<file path="src/rtl/pm_cnt_pkg.sv">
package pm_cnt_pkg;
  localparam int STK_N = 2;

  typedef enum logic [0:0] {
    STK_FIRST = 1'b0,
    STK_EVENT = 1'b1
  } stk_idx_e;
endpackage

</file>
<file path="src/rtl/pm_edge_detect.sv">
module pm_edge_detect (
  input  logic clk,
  input  logic rst,
  input  logic lvl_i,
  output logic rise_o
);
  logic lvl_q;

  always_ff @(posedge clk) begin
    if (rst) lvl_q <= 1'b0;
    else     lvl_q <= lvl_i;
  end

  assign rise_o = lvl_i & ~lvl_q;
endmodule

</file>
<file path="src/rtl/pm_sat_counter.sv">
module pm_sat_counter #(
  parameter int CNT_W = 16
) (
  input  logic             clk,
  input  logic             rst,
  input  logic             evt_i,
  input  logic             clr_i,
  output logic [CNT_W-1:0] cnt_o,
  output logic [CNT_W-1:0] hold_o,
  output logic             nz_o,
  output logic             counted_o,
  output logic             from_zero_o
);
  localparam logic [CNT_W-1:0] CNT_MAX = '1;
  localparam logic [CNT_W-1:0] CNT_ONE = CNT_W'(1);

  logic [CNT_W-1:0] cnt_q, cnt_d, hold_q;
  logic             nz_q, at_max, is_zero;

  assign at_max  = (cnt_q == CNT_MAX);
  assign is_zero = (cnt_q == '0);

  always_comb begin
    if (clr_i)                 cnt_d = evt_i ? CNT_ONE : '0;
    else if (evt_i && !at_max) cnt_d = cnt_q + CNT_ONE;
    else                       cnt_d = cnt_q;
  end

  assign counted_o   = evt_i & (clr_i | ~at_max);
  assign from_zero_o = evt_i & (clr_i | is_zero);

  always_ff @(posedge clk) begin
    if (rst) begin
      cnt_q  <= '0;
      hold_q <= '0;
      nz_q   <= 1'b0;
    end else begin
      cnt_q <= cnt_d;
      nz_q  <= (cnt_d != '0);
      if (clr_i) hold_q <= cnt_q;
    end
  end

  assign cnt_o  = cnt_q;
  assign hold_o = hold_q;
  assign nz_o   = nz_q;
endmodule

</file>
<file path="src/rtl/pm_sticky_bits.sv">
module pm_sticky_bits #(
  parameter int N = 2
) (
  input  logic         clk,
  input  logic         rst,
  input  logic [N-1:0] set_i,
  input  logic [N-1:0] clr_i,
  output logic [N-1:0] q_o
);
  for (genvar g = 0; g < N; g++) begin : g_bit
    logic b_q;
    always_ff @(posedge clk) begin
      if (rst)           b_q <= 1'b0;
      else if (set_i[g]) b_q <= 1'b1;
      else if (clr_i[g]) b_q <= 1'b0;
    end
    assign q_o[g] = b_q;
  end
endmodule

</file>
<file path="src/rtl/pm_event_counter.sv">
module pm_event_counter
  import pm_cnt_pkg::*;
#(
  parameter int CNT_W = 16
) (
  input  logic             clk,
  input  logic             rst,
  input  logic             evt_i,
  input  logic             upd_req_i,
  input  logic [STK_N-1:0] sts_clr_i,
  output logic [CNT_W-1:0] hold_o,
  output logic             nz_o,
  output logic             first_stk_o,
  output logic             evt_stk_o
);
  logic             upd_rise;
  logic [CNT_W-1:0] live_cnt;
  logic             counted, from_zero;
  logic [STK_N-1:0] stk_set, stk_q;

  pm_edge_detect u_edge (
    .clk    (clk),
    .rst    (rst),
    .lvl_i  (upd_req_i),
    .rise_o (upd_rise)
  );

  pm_sat_counter #(.CNT_W(CNT_W)) u_cnt (
    .clk         (clk),
    .rst         (rst),
    .evt_i       (evt_i),
    .clr_i       (upd_rise),
    .cnt_o       (live_cnt),
    .hold_o      (hold_o),
    .nz_o        (nz_o),
    .counted_o   (counted),
    .from_zero_o (from_zero)
  );

  always_comb begin
    stk_set            = '0;
    stk_set[STK_FIRST] = from_zero;
    stk_set[STK_EVENT] = counted;
  end

  pm_sticky_bits #(.N(STK_N)) u_stk (
    .clk   (clk),
    .rst   (rst),
    .set_i (stk_set),
    .clr_i (sts_clr_i),
    .q_o   (stk_q)
  );

  assign first_stk_o = stk_q[STK_FIRST];
  assign evt_stk_o   = stk_q[STK_EVENT];
endmodule

</file>
<file path="config.mk">
export PLATFORM = sky130hd
export DESIGN_NAME = pm_event_counter
export DESIGN_NICKNAME = d
export VERILOG_FILES = /design/src/rtl/pm_cnt_pkg.sv /design/src/rtl/pm_edge_detect.sv /design/src/rtl/pm_sat_counter.sv /design/src/rtl/pm_sticky_bits.sv /design/src/rtl/pm_event_counter.sv
export SDC_FILE = /design/constraint.sdc
export NUM_CORES = 1
export LEC_CHECK = 0
export BUFFER_PORTS_ARGS = -buffer_cell sky130_fd_sc_hd__buf_2
export CAP_MARGIN = 15
export CORE_UTILIZATION = 50
export DETAILED_ROUTE_END_ITERATION = 12
export PLACE_DENSITY = 0.73
export SLEW_MARGIN = 20
export SYNTH_ARGS = -nofsm -noshare
export SYNTH_HDL_FRONTEND = slang
export SYNTH_SLANG_ARGS = --single-unit
</file>
<file path="constraint.sdc">
create_clock -name clk -period 2.25 [get_ports clk]
set_input_delay 0 -clock clk [delete_from_list [all_inputs] [get_ports clk]]
set_output_delay 0 -clock clk [all_outputs]
set_load 0.05 [all_outputs]
</file>
== Word level (Yosys, flattened, before mapping) ==
Cells that the tools add are included.

* Add/sub/neg operators: 1
* Eq/ne operators: 1
* Mux-type cells: 7
* Bitwise logic cells: 7
* Reduce and logical (&&, ||, !) cells: 6

{| class="wikitable"
|+ Operator list
! cell !! number
|-
| $mux W16 || 2
|-
| $add A16 B1 Y16 const B || 1
|-
| $eq A16 B16 Y1 const B || 1
|-
| $logic_not A16 Y1 || 1
|-
| $reduce_bool A16 Y1 || 1
|-
| $mux W1 || 5
|-
| $reduce_bool A2 Y1 || 2
|-
| $and A1 B1 Y1 || 3
|-
| $not A1 Y1 || 2
|-
| $or A1 B1 Y1 || 2
|-
| $logic_and A1 B1 Y1 || 1
|-
| $logic_not A1 Y1 || 1
|}

* Bits in registers: 36
* Input bits: 6
* Logic and storage cells: 28

== Longest topological paths before layout ==
* Depth in word-level cells: 6
* Mapped depth: 8

== By module ==
Synthesis repeated with hierarchy kept, for this count alone.

* Cells, all modules: 199
* Area total of the unflattened synthesis: 1,780.5 um^2

{| class="wikitable"
|+ Modules (own cells, without submodules)
! module !! instances !! cells an instance !! area an instance (um^2)
|-
| pm_sat_counter || 1 || 186 || 1,647.8
|-
| pm_sticky_bits || 1 || 10 || 85.1
|-
| pm_edge_detect || 1 || 3 || 47.5
|}

== Worst setup path before layout ==
OpenSTA, ideal clock, no wires.

* Kind: reg-to-reg
* Start: register u_cnt.cnt_q[0] (netlist: u_cnt.cnt_o[0])
* End: register u_cnt.nz_q (netlist: u_cnt.nz_o)
* Library setup time: 0.137 ns
* Arrival: 2.186 ns
* Data required time: 2.113 ns
* Path slack: -0.073 ns
* Cell stages (with the launch flop): 9
* Clock period less this slack: 2.323 ns
* Cells stage by stage: dfxtp_1 ha_1 nand4_2 or4_1 and2_1 buf_2 or3_1 a32oi_1 a41oi_1

* Cells in the longest elaborated chain, start to end: 6
* Elaborated cells between the ends (all ways): 7
* Classes of those cells: add/sub: 1; eq/ne: 1; mux: 2; reduce/logical: 3

{| class="wikitable"
|+ Ends and longest elaborated chain
! item !! RTL line !! text
|-
| start, declared || pm_sat_counter.sv:17 || <nowiki>logic [CNT_W-1:0] cnt_q, cnt_d, hold_q;</nowiki>
|-
| start signal, assigned || pm_sat_counter.sv:38 || <nowiki>cnt_q <= cnt_d;</nowiki>
|-
| parallel branches: the longest is 3 deep, another holds $add A16 B1 Y16 || n/a ||
|-
| $mux W16 (*) || pm_sat_counter.sv:25 || <nowiki>else if (evt_i && !at_max) cnt_d = cnt_q + CNT_ONE;</nowiki>
|-
| $mux W16 (*) || pm_sat_counter.sv:24 || <nowiki>if (clr_i) cnt_d = evt_i ? CNT_ONE : '0;</nowiki>
|-
| $reduce_bool A16 Y1 (*) || pm_sat_counter.sv:39 || <nowiki>nz_q <= (cnt_d != '0);</nowiki>
|-
| end signal, assigned || pm_sat_counter.sv:39 ||
|-
| end, declared || pm_sat_counter.sv:18 || <nowiki>logic nz_q, at_max, is_zero;</nowiki>
|}

Every way passes the cells marked *.
A chain may end at the register's enable or synchronous reset.

== Worst setup path after layout ==
* Start: register u_cnt.cnt_q[1] (netlist: u_cnt.cnt_o[1])
* End: register u_cnt.nz_q (netlist: u_cnt.nz_o)

The elaborated chain is that of the path after synthesis.

==> metrics.log <==
INFO  metric boundaryPins = 25
INFO  metric cp_cell_sequence = ha_2, nand4_2, or4_4, buf_6, and2_4, o31ai_2, a41o_1, a41oi_1
INFO  metric worstPathArrival = 2.36 ns
INFO  metric power_per_cell_area = 570 nW/um2
INFO  metric final_nets = 273
INFO  metric timing_max_transition_violations_final = 0
INFO  metric synthesis.yosys.warnings = 0
INFO  metric first_global_vias = 1,401
INFO  metric synth_largest_type_area_fraction = 41.3%
INFO  metric power.static_leakage = 0.831 nW
INFO  metric crit_start = u_cnt.cnt_o[1]
INFO  metric post_drt_wl_per_cell = 13.5 um
INFO  metric synth-seq-area-share = 41.3%
INFO  metric post_route_cells_drive_above_1_share = 24.8%
INFO  metric worst_hold_path_type = input port to flip-flop
INFO  metric worst_hold_slack = 0.0202 ns
INFO  metric worstReg2RegStart = u_cnt.cnt_o[1]
INFO  metric synth.ff_latch_count = 36
INFO  metric sequential_cell_area = 723 um2
INFO  metric worstSetupStartpointType = flip-flop
INFO  metric layout.cell_area.non_filler = 2140 um2
INFO  metric finalWorstSetupSlack = 0.110 ns
INFO  metric hold_viol_final = 0
INFO  metric netlist-cell-type-count = 39
INFO  metric worst_ir_drop_on_vdd = 342 uV
INFO  metric largest_fanout_on_the_critical_path = 10
INFO  metric grt_use_total = 24.5%
INFO  metric tritoncts = built
INFO  metric worstHoldPathCells = 3
INFO  metric placementRows = 21
INFO  metric drt-initial-drc-count = 108
INFO  metric detailed_place.area = 2020 um2
INFO  metric detailedRoute.firstPassIterationCount = 4
INFO  metric design.die.area = 3730 um2
INFO  metric antenna_found_initial = 0
INFO  metric clock_insertion_delay_worst_skew = 0.34 ns
INFO  metric critPathRequiredTime = 2.47 ns
INFO  metric post-synth-top-area-cell = dfxtp_1
INFO  metric critical_path.reg2reg.endpoint = u_cnt.nz_o
INFO  metric synthesis.instances = 226
INFO  metric r2r.worst_path.cells = 8
INFO  metric maximum_number_of_pins_on_one_net_before_global_route_repair = 24
INFO  metric crit_slowest_cell = or4_4
INFO  metric initial_utilization = 52.3%
INFO  metric filler_cell_count = 314
INFO  metric h-tree-depth = 2
INFO  metric yosys-top-cells-count = nand2_1, dfxtp_1, nor2_1
INFO  metric die_boundary_width = 61.1 um
INFO  metric area_delta_synth_final = 22.7%
INFO  metric footprint_of_the_multi_input_gates = 922 um2
INFO  metric avgSynthCellArea = 7.72 um2
INFO  metric worst_slew_pin_slew = 0.526 ns
INFO  metric synth_top_area_cells = dfxtp_1, nand2_1, a21oi_1, nor2_1, xnor2_1
INFO  metric cts_num_sinks = 36
INFO  metric finalCritPeriodShare = 95.1%
INFO  metric cp_slowest_stage_delay = 0.56 ns
INFO  metric first_pass_grt_wire_length = 6620 um
INFO  metric timing.critical_path.to_type = flip-flop
INFO  metric dr_total_vias = 1,711
INFO  metric drtAntennaViolNets = 0
INFO  metric postSynthNetCount = 234
INFO  metric mappedNetlistArea = 1740 um2
INFO  metric avgViaCountPerCell = 5.48
INFO  metric dpl_worst_slack = 0.0708 ns
INFO  metric overflow = 0
INFO  metric setup.reg_to_reg.worst_slack = 0.11 ns
INFO  metric timing.hold.worst.start = evt_i
INFO  metric clock-root-buffer = clkbuf_4
INFO  metric number_of_enable_type_register_cells_in_the_synthesized_netlist = 0
INFO  metric maximum_clock_insertion_buffer_count = 2
INFO  metric number_of_antenna_cells_inserted = 0
INFO  metric synth-async-reset-ratio = 0%
INFO  metric timing.setup.tns = 0 ns
INFO  metric drt_drc_violations_left = 0
INFO  metric wirelength = 4230 um
INFO  metric maxCapViolations = 0
INFO  metric io_buffer_count = 24
INFO  metric worstHoldEndpoint = u_stk.g_bit[0].b_q
INFO  metric synth_top_flop_cell = dfxtp_1
INFO  metric finClkSkew = 0.00496 ns
INFO  metric clk_pin_slew = 0.11 ns
INFO  metric time_the_worst_path_needs_with_i_o_delays_and_setup = 2.14 ns
INFO  metric status = complete, no violations
INFO  metric max_freq = 467 MHz
INFO  metric timing.max_slew.rel_slack = 64.9%
INFO  metric criticalPathCategory = flip-flop to flip-flop
INFO  metric setup_viols_final = 0
INFO  metric fin_util = 64.1%
INFO  metric cts_inserted_buffers = 5
INFO  metric postCtsSetupBuffers = 0
INFO  metric design.core.area = 3340 um2
INFO  metric die_h = 61.1 um
INFO  metric routability_congestion = 0.939
INFO  metric yosys.cell_count.top_type = nand2_1
INFO  metric detailedPlacementHpwl = 2980 um
worst max-delay path by stage:
stage / end / cells after the start
3_5_place_dp: u_cnt.nz_o / 8
3_3_place_gp: u_cnt.nz_o / 8
5_1_grt: u_cnt.nz_o / 8
4_1_cts: u_cnt.nz_o / 8
6_report: u_cnt.nz_o / 8
2_1_floorplan: u_cnt.nz_o / 8
logic make-up after synthesis:
kind of cell / share of synthesized area [%]
AOI/OAI and AO/OA: 12.8
muxes: 0.574
and+or+nand+nor: 30.2
xor gates and xnor gates: 7.03
DFF: 41.3
adders and majority gates: 1.43
buffers and inverters: 6.60
cell usage in the layout, fill, tap and decap left out, types with 4 or more instances in the layout:
cell / instances
nor2b_1: 4
nand2_1: 42
o21ai_0: 4
xor2_1: 6
nor2_1: 24
buf_4: 24
a21oi_1: 22
clkbuf_4: 5
xnor2_1: 8
buf_2: 24
nor4_1: 5
nand4_1: 4
dfxtp_1: 34
nand3_1: 11
final cells by class:
class / instances / area share (%)
Clock buffer: 6 / 1.93
Clock inverter: 2 / 1.64
Inverter: 5 / 0.877
Multi-Input combinational cell: 165 / 43.1
Sequential cell: 36 / 33.8
Tap cell: 46 / 2.69
Timing Repair Buffer: 52 / 16.0
registers in the layout, summed over array words and instances (netlist names):
register,flops
u_cnt.cnt_o,16
u_cnt.hold_o,16
u_stk.g_bit.b_q,2
u_cnt.nz_o,1
u_edge.lvl_q,1
repair_timing:
action / in CTS / in global routing
hold buffers: 3 / 0
gates resized for setup: 0 / 4
setup endpoints to repair: 0 / 1
hold endpoints to repair: 3 / 0
layer usage:
metal / up-vias / share of wire [%] / track usage, %
li1: 846 / - / -
met1: 792 / 45 / 32.9
met2: 66 / 47 / 39.0
met3: 7 / 6.4 / 5.88
met4: 0 / 1.4 / 8.12
met5: - / 0 / 0
power breakdown:
part | internal [mW] | total, mW | switching, mW
clock | 0.233 | 0.451 | 0.218
sequential | 0.646 | 0.650 | 0.00386
combinational | 0.0386 | 0.118 | 0.0793
critical path, delay by kind of cell, from the launching register on:
family                   cells  cell delay [ns]
buffers and inverters        1             0.16
AO/OA/AOI/OAI                3             0.52
flip-flops                   1             0.34
adder cells (fa/ha/maj)      1             0.18
AND/OR/NAND/NOR              3             0.84
per-stage QoR:
step | power (mW) | std cells
floorplan | 0.741 | 226
global placement | 0.776 | 301
detailed placement | 0.777 | 301
CTS | 1.23 | 312
global route | 1.27 | 312
finish | 1.22 | 312
No activity file was read; power rests on OpenSTA's default activity.
